--- src/rtl/fpx_pkg.sv ---
package fpx_pkg;
  localparam int CAUSE_W = 13;
  localparam int FLAG_W  = 8;
  localparam int CSR_W   = FLAG_W + 1;

  // cause positions in the status vector
  localparam int C_SNAN  = 0;
  localparam int C_QNAN  = 1;
  localparam int C_ISI   = 2;
  localparam int C_IDI   = 3;
  localparam int C_ZDZ   = 4;
  localparam int C_IMZ   = 5;
  localparam int C_CVI   = 6;
  localparam int C_CMP   = 7;
  localparam int C_SQRT  = 8;
  localparam int C_OVF   = 9;
  localparam int C_UNF   = 10;
  localparam int C_DIV0  = 11;
  localparam int C_INEX  = 12;

  // flag positions inside the flag field (register bit = index + 1)
  localparam int F_INV   = 0;
  localparam int F_SNAN  = 1;
  localparam int F_QNAN  = 2;
  localparam int F_INF   = 3;
  localparam int F_OVF   = 4;
  localparam int F_UNF   = 5;
  localparam int F_DZ    = 6;
  localparam int F_INEX  = 7;

  typedef logic [CAUSE_W-1:0] cause_t;
  typedef logic [FLAG_W-1:0]  flag_t;
  typedef logic [CSR_W-1:0]   csr_t;

  function automatic flag_t fold_causes(input cause_t c);
    flag_t f;
    f         = '0;
    f[F_INV]  = |c[C_SQRT:C_SNAN];
    f[F_SNAN] = c[C_SNAN];
    f[F_QNAN] = c[C_QNAN];
    f[F_INF]  = c[C_ISI] | c[C_IDI];
    f[F_OVF]  = c[C_OVF];
    f[F_UNF]  = c[C_UNF];
    f[F_DZ]   = c[C_DIV0];
    f[F_INEX] = c[C_INEX];
    return f;
  endfunction
endpackage

--- src/rtl/fpx_cause_fold.sv ---
module fpx_cause_fold
  import fpx_pkg::*;
(
  input  logic   clk,
  input  logic   rst_n,
  input  cause_t cause,
  output flag_t  set_mask
);
  assign set_mask = fold_causes(cause);

  // infinity flag never appears without the invalid flag
  assert_inf_needs_inv_R5: assert property (@(posedge clk) disable iff (!rst_n)
    set_mask[F_INF] |-> set_mask[F_INV]);
endmodule

--- src/rtl/fpx_csr_reg.sv ---
module fpx_csr_reg
  import fpx_pkg::*;
(
  input  logic  clk,
  input  logic  rst_n,
  input  logic  sts_vld,
  input  flag_t set_mask,
  input  logic  sw_wr,
  input  csr_t  sw_wdata,
  output csr_t  csr_q,
  output logic  raise_evt
);
  logic  update_evt;
  csr_t  csr_next;

  assign update_evt = sts_vld && csr_q[0] && !sw_wr;

  always_comb begin
    csr_next = csr_q;
    if (sw_wr)
      csr_next = sw_wdata;
    else if (update_evt)
      csr_next = csr_q | {set_mask, 1'b0};
  end

  assign raise_evt = update_evt && (csr_next[CSR_W-1:1] != '0);

  always_ff @(posedge clk or negedge rst_n) begin
    if (!rst_n) csr_q <= '0;
    else        csr_q <= csr_next;
  end

  // a strobe with enable clear leaves the register untouched
  assert_gate_stable_R2: assert property (@(posedge clk) disable iff (!rst_n)
    (sts_vld && !csr_q[0] && !sw_wr) |=> $stable(csr_q));

  // without a software write no flag ever falls
  assert_sticky_R9: assert property (@(posedge clk) disable iff (!rst_n)
    !sw_wr |=> (($past(csr_q[CSR_W-1:1]) & ~csr_q[CSR_W-1:1]) == '0));
endmodule

--- src/rtl/fpx_exc_gen.sv ---
module fpx_exc_gen #(
  parameter int PC_W = 32
) (
  input  logic            clk,
  input  logic            rst_n,
  input  logic            raise_evt,
  input  logic [PC_W-1:0] prev_pc,
  output logic            exc_req,
  output logic [PC_W-1:0] exc_pc
);
  always_ff @(posedge clk or negedge rst_n) begin
    if (!rst_n) begin
      exc_req <= 1'b0;
      exc_pc  <= '0;
    end else begin
      exc_req <= raise_evt;
      if (raise_evt) exc_pc <= prev_pc;
    end
  end
endmodule

--- src/rtl/fpx_flag_mapper.sv ---
module fpx_flag_mapper
  import fpx_pkg::*;
#(
  parameter int PC_W = 32
) (
  input  logic                clk,
  input  logic                rst_n,
  input  logic                sts_vld,
  input  logic [CAUSE_W-1:0]  sts_cause,
  input  logic [PC_W-1:0]     prev_pc,
  input  logic                sw_wr,
  input  logic [CSR_W-1:0]    sw_wdata,
  output logic [CSR_W-1:0]    csr_q,
  output logic                exc_req,
  output logic [PC_W-1:0]     exc_pc
);
  flag_t set_mask;
  logic  raise_evt;

  fpx_cause_fold u_fold (
    .clk      (clk),
    .rst_n    (rst_n),
    .cause    (sts_cause),
    .set_mask (set_mask)
  );

  fpx_csr_reg u_csr (
    .clk       (clk),
    .rst_n     (rst_n),
    .sts_vld   (sts_vld),
    .set_mask  (set_mask),
    .sw_wr     (sw_wr),
    .sw_wdata  (sw_wdata),
    .csr_q     (csr_q),
    .raise_evt (raise_evt)
  );

  fpx_exc_gen #(.PC_W(PC_W)) u_exc (
    .clk       (clk),
    .rst_n     (rst_n),
    .raise_evt (raise_evt),
    .prev_pc   (prev_pc),
    .exc_req   (exc_req),
    .exc_pc    (exc_pc)
  );

  // a request always has a flag standing behind it
  assert_exc_needs_flag_R8: assert property (@(posedge clk) disable iff (!rst_n)
    exc_req |-> (csr_q[CSR_W-1:1] != '0));

  // the request carries the PC offered with its strobe
  assert_exc_pc_R8: assert property (@(posedge clk) disable iff (!rst_n)
    exc_req |-> (exc_pc == $past(prev_pc)));

  // no strobe, no request in the next cycle
  assert_pulse_R10: assert property (@(posedge clk) disable iff (!rst_n)
    !sts_vld |=> !exc_req);

  // disabled register never traps
  assert_gate_noexc_R2: assert property (@(posedge clk) disable iff (!rst_n)
    (sts_vld && !csr_q[0]) |=> !exc_req);
endmodule

--- config.mk ---
export PLATFORM = sky130hd
export DESIGN_NAME = fpx_flag_mapper
export DESIGN_NICKNAME = d
export VERILOG_FILES = /design/src/rtl/fpx_pkg.sv /design/src/rtl/fpx_cause_fold.sv /design/src/rtl/fpx_csr_reg.sv /design/src/rtl/fpx_exc_gen.sv /design/src/rtl/fpx_flag_mapper.sv
export SDC_FILE = /design/constraint.sdc
export NUM_CORES = 1
export LEC_CHECK = 0
export ABC_AREA = 1
export BUFFER_PORTS_ARGS = -buffer_cell sky130_fd_sc_hd__clkbuf_2
export CORE_AREA = 4 4 69 83
export CTS_CLUSTER_DIAMETER = 50
export CTS_CLUSTER_SIZE = 16
export DETAILED_ROUTE_END_ITERATION = 6
export DIE_AREA = 0 0 73 87
export PLACE_DENSITY = 0.74
export SYNTH_ARGS = -nofsm -noshare
export SYNTH_HDL_FRONTEND = slang
export SYNTH_HIERARCHICAL = 1
export SYNTH_SLANG_ARGS = --single-unit
--- constraint.sdc ---
create_clock -name clk -period 1.7 [get_ports clk]
set_clock_uncertainty 0.1 [all_clocks]
set_input_delay 0.17 -clock clk [delete_from_list [all_inputs] [get_ports clk]]
set_output_delay 0.17 -clock clk [all_outputs]
set_load 0.1 [all_outputs]
Word-level counts from Yosys, hierarchy flattened
Cells that the tools add are included.
- $add $sub $neg: 0
- multiply operators: 0
- div/mod/pow operators: 0
- order comparisons: 0
- eq/ne operators: 0
- shifts and indexed selects: 0
- mux-type cells: 2
- bitwise operators: 2
- reduce and logical (&&, ||, !) cells: 7
- operators with widths (kind ; count):
    two-way mux 9 bit ; 2
    bitwise OR 9 bit ; 1
    OR reduction 9 bit ; 1
    nonzero test 8 bit ; 1
    logical AND 1 bit ; 3
    nonzero test 2 bit ; 1
    logical NOT 1 bit ; 1
    bitwise OR 1 bit ; 1
- bits in registers: 42
- latch bits: 0
- memory bits (writable): 0
- bits in read-only memories: 0
- memories kept: 0

Depth between registers and ports, before layout
- depth in word-level cells: 6
- gate-level depth with buffers: 15
- depth with buffers taken out: 13

Modules after synthesis
The synthesis kept the hierarchy.
- by module, submodules not included (module ; instances ; cells each ; area an instance (um2)):
    fpx_exc_gen ; 1 ; 137 ; 1317.5
    fpx_csr_reg ; 1 ; 74 ; 569.3
    fpx_cause_fold ; 1 ; 13 ; 80.1

Worst setup path before layout
OpenSTA, ideal clock, no wires.
- path kind: reg2reg
- start: register u_csr.csr_q[0]
- end: register u_exc.exc_pc[0]
- setup time: 0.121 ns
- arrival time: 2.150 ns
- path slack: -0.671 ns
- stages on the path, launching flop included: 13
- path buffers: 3
- period minus slack after synthesis: 2.371 ns
- cells stage by stage: dfrtp_1 clkbuf_8 nand3_4 o21ai_1 nand2_1 nand2_1 nor2_1 a21oi_1 buf_6 inv_8 buf_12 nand2_2 nand2_1
- cells in the longest elaborated chain, start to end: 6
- ends and longest elaborated chain (element ; line ; text):
    start: declaration ; fpx_csr_reg.sv:10 ; output csr_t csr_q,
    start signal: assignment ; fpx_csr_reg.sv:30 ; else csr_q <= csr_next;
    logical AND 1 bit * (2 in a row) ; fpx_csr_reg.sv:16 ; assign update_evt = sts_vld && csr_q[0] && !sw_wr;
    two-way mux 9 bit ; fpx_csr_reg.sv:22 ; else if (update_evt)
    two-way mux 9 bit ; fpx_csr_reg.sv:20 ; if (sw_wr)
    nonzero test 8 bit ; fpx_csr_reg.sv:26 ; assign raise_evt = update_evt && (csr_next[CSR_W-1:1] != '0);
    logical AND 1 bit * ; fpx_csr_reg.sv:26 ;
    via raise_evt ; fpx_flag_mapper.sv:18 ; logic raise_evt;
    end signal: assignment ; fpx_exc_gen.sv:17 ; if (raise_evt) exc_pc <= prev_pc;
    end: declaration ; fpx_exc_gen.sv:9 ; output logic [PC_W-1:0] exc_pc
Mark *: on every way through the listed nets, which the timed path passes. The rest lies on a longest branch. The select of a mux whose other input is x is not followed.
A chain may end at the register's enable or synchronous reset.

Worst setup path in the final report
- start: register u_csr.csr_q[0]
- end: register u_exc.exc_pc[23]
Same word-level chain as after synthesis.

==> reports/summary.md <==
The initial antenna violation count came out at 0. The final reports fail on negative setup slack. The logs give 0.28 ns for the clock insertion delay at the later pin of the skew report and -0.0665 ns for the minimum setup slack after placement.

The worst register-to-register path begins at u_csr/csr_q[0]$_DFFE_PN0P_. The sum of negative setup slack came out at -1.41 ns. For hold timing, the worst endpoint is u_exc/exc_pc[0]$_DFFE_PN0P_. For this run, the top clock speed supported by timing is 562 MHz. The repair_antennas step left the layout with diodes totalling 0. The count of clock tree sinks is 42. TritonCTS built the clock tree. Counting instances, the worst hold path has a depth of 3. In the final routed layout, each cell accounts on average for 12.7 um. For the critical path arrival, the log shows 1.85 ns. The end of the worst register-to-register path was u_exc/exc_pc[23]$_DFFE_PN0P_. Among cell families on the critical path, the largest total delay comes from simple AND/OR/NAND/NOR gates. Cells with a size suffix above 1 make up 47.5% of the layout.

Along the worst path, the maximum fanout reaches 8. The tree is rooted in a sky130_fd_sc_hd__clkbuf_8. The standby leakage power was 1.65 nW.

For the final hold violation count, the log shows 0. Across the VDD grid, the largest voltage drop is 0.691 mV. For this run the aggregate overflow at the end of global routing stands at 0.

At the pin with the least slew margin, the transition time is 0.568 ns. The worst setup path is launched from a register. The first global-routing pass estimated 8130 um of wire. The final cell count without fillers is 420, and the placer's final routability congestion estimate is 0.816. In this run the vertical extent of the chip is 87 um. Across all register-to-register paths, the minimum setup slack is -0.08 ns. Max-cap violations in this run came to 0. When the netlist entered floorplanning its net count stood at 282. The floorplan step defined a core boundary enclosing 4940 sq um. The cell area that synthesis handed to floorplanning was 1970 sq um. After detailed placement, the total cell area comes to 2420 sq um. The via count of the first global-routing pass is 1868. The slowest stage of the critical path belongs to the cell sky130_fd_sc_hd__dfrtp_4.

After detailed routing, the number of vias per cell comes to 4.44. The critical path goes through buf_6, nand4_1, nand2_1, nand2_2, nand2_1, nor2_2, a21oi_4, buf_6, buf_6, nand2_1, nand2_1. The chip width came out at 73 um.

The net count of the finished layout is 417. The final count of pins violating max slew is 0, and the floorplan row count is 28. Cells fill 61.3% of the core in the end.

The clock input transition at the sequential cells of the worst setup and hold paths works out to 0.07 ns. For the post-route worst setup slack, the log shows -0.0798 ns. In this run, synthesis produced a sequential element count of 42.

The worst path uses 105% of the clock period. The tools report the via count of the routed design as 1865. The mean instance size in the synthesized netlist was 8.78 sq um. Yosys mapped the design onto 19 distinct sky130hd cell types. The clock tree synthesis step divided the H-tree into 2 levels. The largest single stage delay on the critical path is 0.48 ns. The floorplan step defined a die boundary enclosing 6350 sq um.

The number of failing setup endpoints in the final timing report was 31; the synthesis-to-layout area growth was 54.1%. The kind of critical path was register to register. The logs give 2 for the deepest clock path buffer count and 6 for the number of warning messages in the yosys log.

Classification of the worst-slack hold path: input pin to register. The number of antenna-violating nets in the routed design is 0, and the starting utilization of the core area is 39.8%. The remaining design rule violation count is 0. The number of cells traversed by the worst register-to-register path works out to 11. The count of buffering cells on the critical path with inverters included is 3, and the routed wire length is 5340 um. The number of instances in the placed design is 372. Input and output buffers added on the ports amount to 99. Dividing total power by cell area gives a power density of 1300 nW/um^2.

The layout has 446 filler cells. The run finished, with violations left. 100 I/O pins were placed.

In the layout the commonest cells are sky130_fd_sc_hd__clkbuf_2 (99), sky130_fd_sc_hd__nand2_1 (91), sky130_fd_sc_hd__dlygate4sd3_1 (33), sky130_fd_sc_hd__dfrtp_1 (33), sky130_fd_sc_hd__nand2_2 (24). For this run, the detailed router's first-pass iteration total came to 4. The run gives 53.4% as the fraction of the yosys area taken by sequential cells. Data on the critical path is required at its endpoint by 1.77 ns. The starting DRC count in detailed routing was 36.

The tools report the startpoint of the lowest-slack hold path as prev_pc[0]. The most common cell after layout, fill and taps aside was sky130_fd_sc_hd__clkbuf_2. The detailed placement HPWL is 3410 um. The worst setup path is captured at a register. TritonCTS created 5 clock buffers. The time the worst path needs with I/O delays and setup works out to 1.78 ns. Entering global routing, the biggest net connects 33 pins. Headroom to the max-slew limit came out at 62.3%. With fillers left out, the area of the finished cells amounts to 3030 sq um.

Global routing used 16.2% of the available tracks. Setup repair after global routing could not meet its margin everywhere. Synthesis produced 224 cells. The most prevalent standard cell on the critical path was sky130_fd_sc_hd__nand2_1.
power by group:
group	switching, W	leakage [nW]	internal, W	total, W
clock	0.000305	0.0482	0.000327	0.000632
combinational	0.00166	1.09	0.000359	0.00202
sequential	0.000117	0.507	0.00118	0.00130
total	0.00208	1.65	0.00187	0.00395
cell families after synthesis:
group                  share of synthesized area, %
AOI/OAI and AO/OA                             0.508
DFF                                            53.4
and+or+nand+nor                                33.0
buffers and inverters                          13.0
flip-flops by register name, summed over array words and instances, names as in the netlist:
| signal | cells |
|---|---|
| u_exc/exc_req | 1 |
| u_csr/csr_q | 9 |
| u_exc/exc_pc | 32 |
through the flow:
stage / hold slack, ns / total power, W
2_1_floorplan: -0.226 / 0.00288
3_3_place_gp: 0.00804 / 0.00318
3_5_place_dp: -0.000240 / 0.00320
4_1_cts: 0.000931 / 0.00390
5_1_grt: 0.0249 / 0.00414
6_report: 0.0233 / 0.00395
synthesized netlist by cell type:
cell type / number / share of area (%)
sky130_fd_sc_hd__nand2_2: 10 / 3.2
sky130_fd_sc_hd__dfrtp_1: 42 / 53
sky130_fd_sc_hd__nor2_2: 1 / 0.32
sky130_fd_sc_hd__nand2_1: 110 / 21
sky130_fd_sc_hd__nor2_1: 13 / 2.5
sky130_fd_sc_hd__nand3_4: 1 / 0.89
sky130_fd_sc_hd__inv_8: 2 / 1.1
sky130_fd_sc_hd__buf_4: 6 / 2.3
sky130_fd_sc_hd__o21ai_1: 1 / 0.25
sky130_fd_sc_hd__or2_2: 5 / 1.6
sky130_fd_sc_hd__nand4_1: 7 / 2.2
sky130_fd_sc_hd__inv_1: 10 / 1.9
sky130_fd_sc_hd__buf_6: 5 / 2.9
sky130_fd_sc_hd__nor3_1: 1 / 0.25
sky130_fd_sc_hd__a21oi_1: 1 / 0.25
sky130_fd_sc_hd__buf_12: 2 / 2.0
sky130_fd_sc_hd__or2_1: 2 / 0.64
sky130_fd_sc_hd__or2_4: 1 / 0.45
sky130_fd_sc_hd__clkbuf_8: 4 / 2.8
routing by layer:
metal  up-vias  GRT usage [%]  part of all wire [%]
met4         0           4.36                   1.1
li1        933              -                     -
met3         9           3.93                   6.1
met2        59           30.4                    54
met1       864           17.8                    38
met5         -              0                     0
tightest hold or removal path: stages:
cell                       delay [ns]
sky130_fd_sc_hd__clkbuf_2        0.09
sky130_fd_sc_hd__nand2_2         0.05
sky130_fd_sc_hd__nand2_2         0.06
cell type report:
cell class	instances	area (sq um)	share of cell area (%)
clock buffer	7	86.3	2.85
clock inverter	1	5.00	0.165
inverter	12	78.8	2.60
multi-input combinational	153	752	24.8
sequential	42	1060	35.1
tap	60	75.1	2.48
timing repair buffer	143	948	31.3
timing repair inverter	2	20.0	0.661
how the worst max path moves through the flow:
stage / startpoint / end / slack, ns / cells past startpoint
finish: u_csr/csr_q[0]$_DFFE_PN0P_ / u_exc/exc_pc[23]$_DFFE_PN0P_ / -0.08 / 11
global route: u_csr/csr_q[0]$_DFFE_PN0P_ / u_exc/exc_pc[29]$_DFFE_PN0P_ / -0.19 / 11
CTS: u_csr/csr_q[0]$_DFFE_PN0P_ / u_exc/exc_pc[0]$_DFFE_PN0P_ / 0.001 / 9
detailed placement: sts_cause[3] / u_exc/exc_pc[0]$_DFFE_PN0P_ / -0.07 / 13
global placement: sts_cause[3] / u_exc/exc_pc[31]$_DFFE_PN0P_ / -0.001 / 13
floorplan: u_csr/csr_q[0]$_DFFE_PN0P_ / u_exc/exc_pc[0]$_DFFE_PN0P_ / -0.23 / 12
timing repair:
item	4_1_cts	5_1_grt
setup buffers	0	5
resized for setup	2	35
pin swaps	1	3
hold buffers	31	2
setup endpoints to repair	1	32
cloned	0	2
endpoints found under the hold margin	43	2
Power figures use the tool's default switching activity.
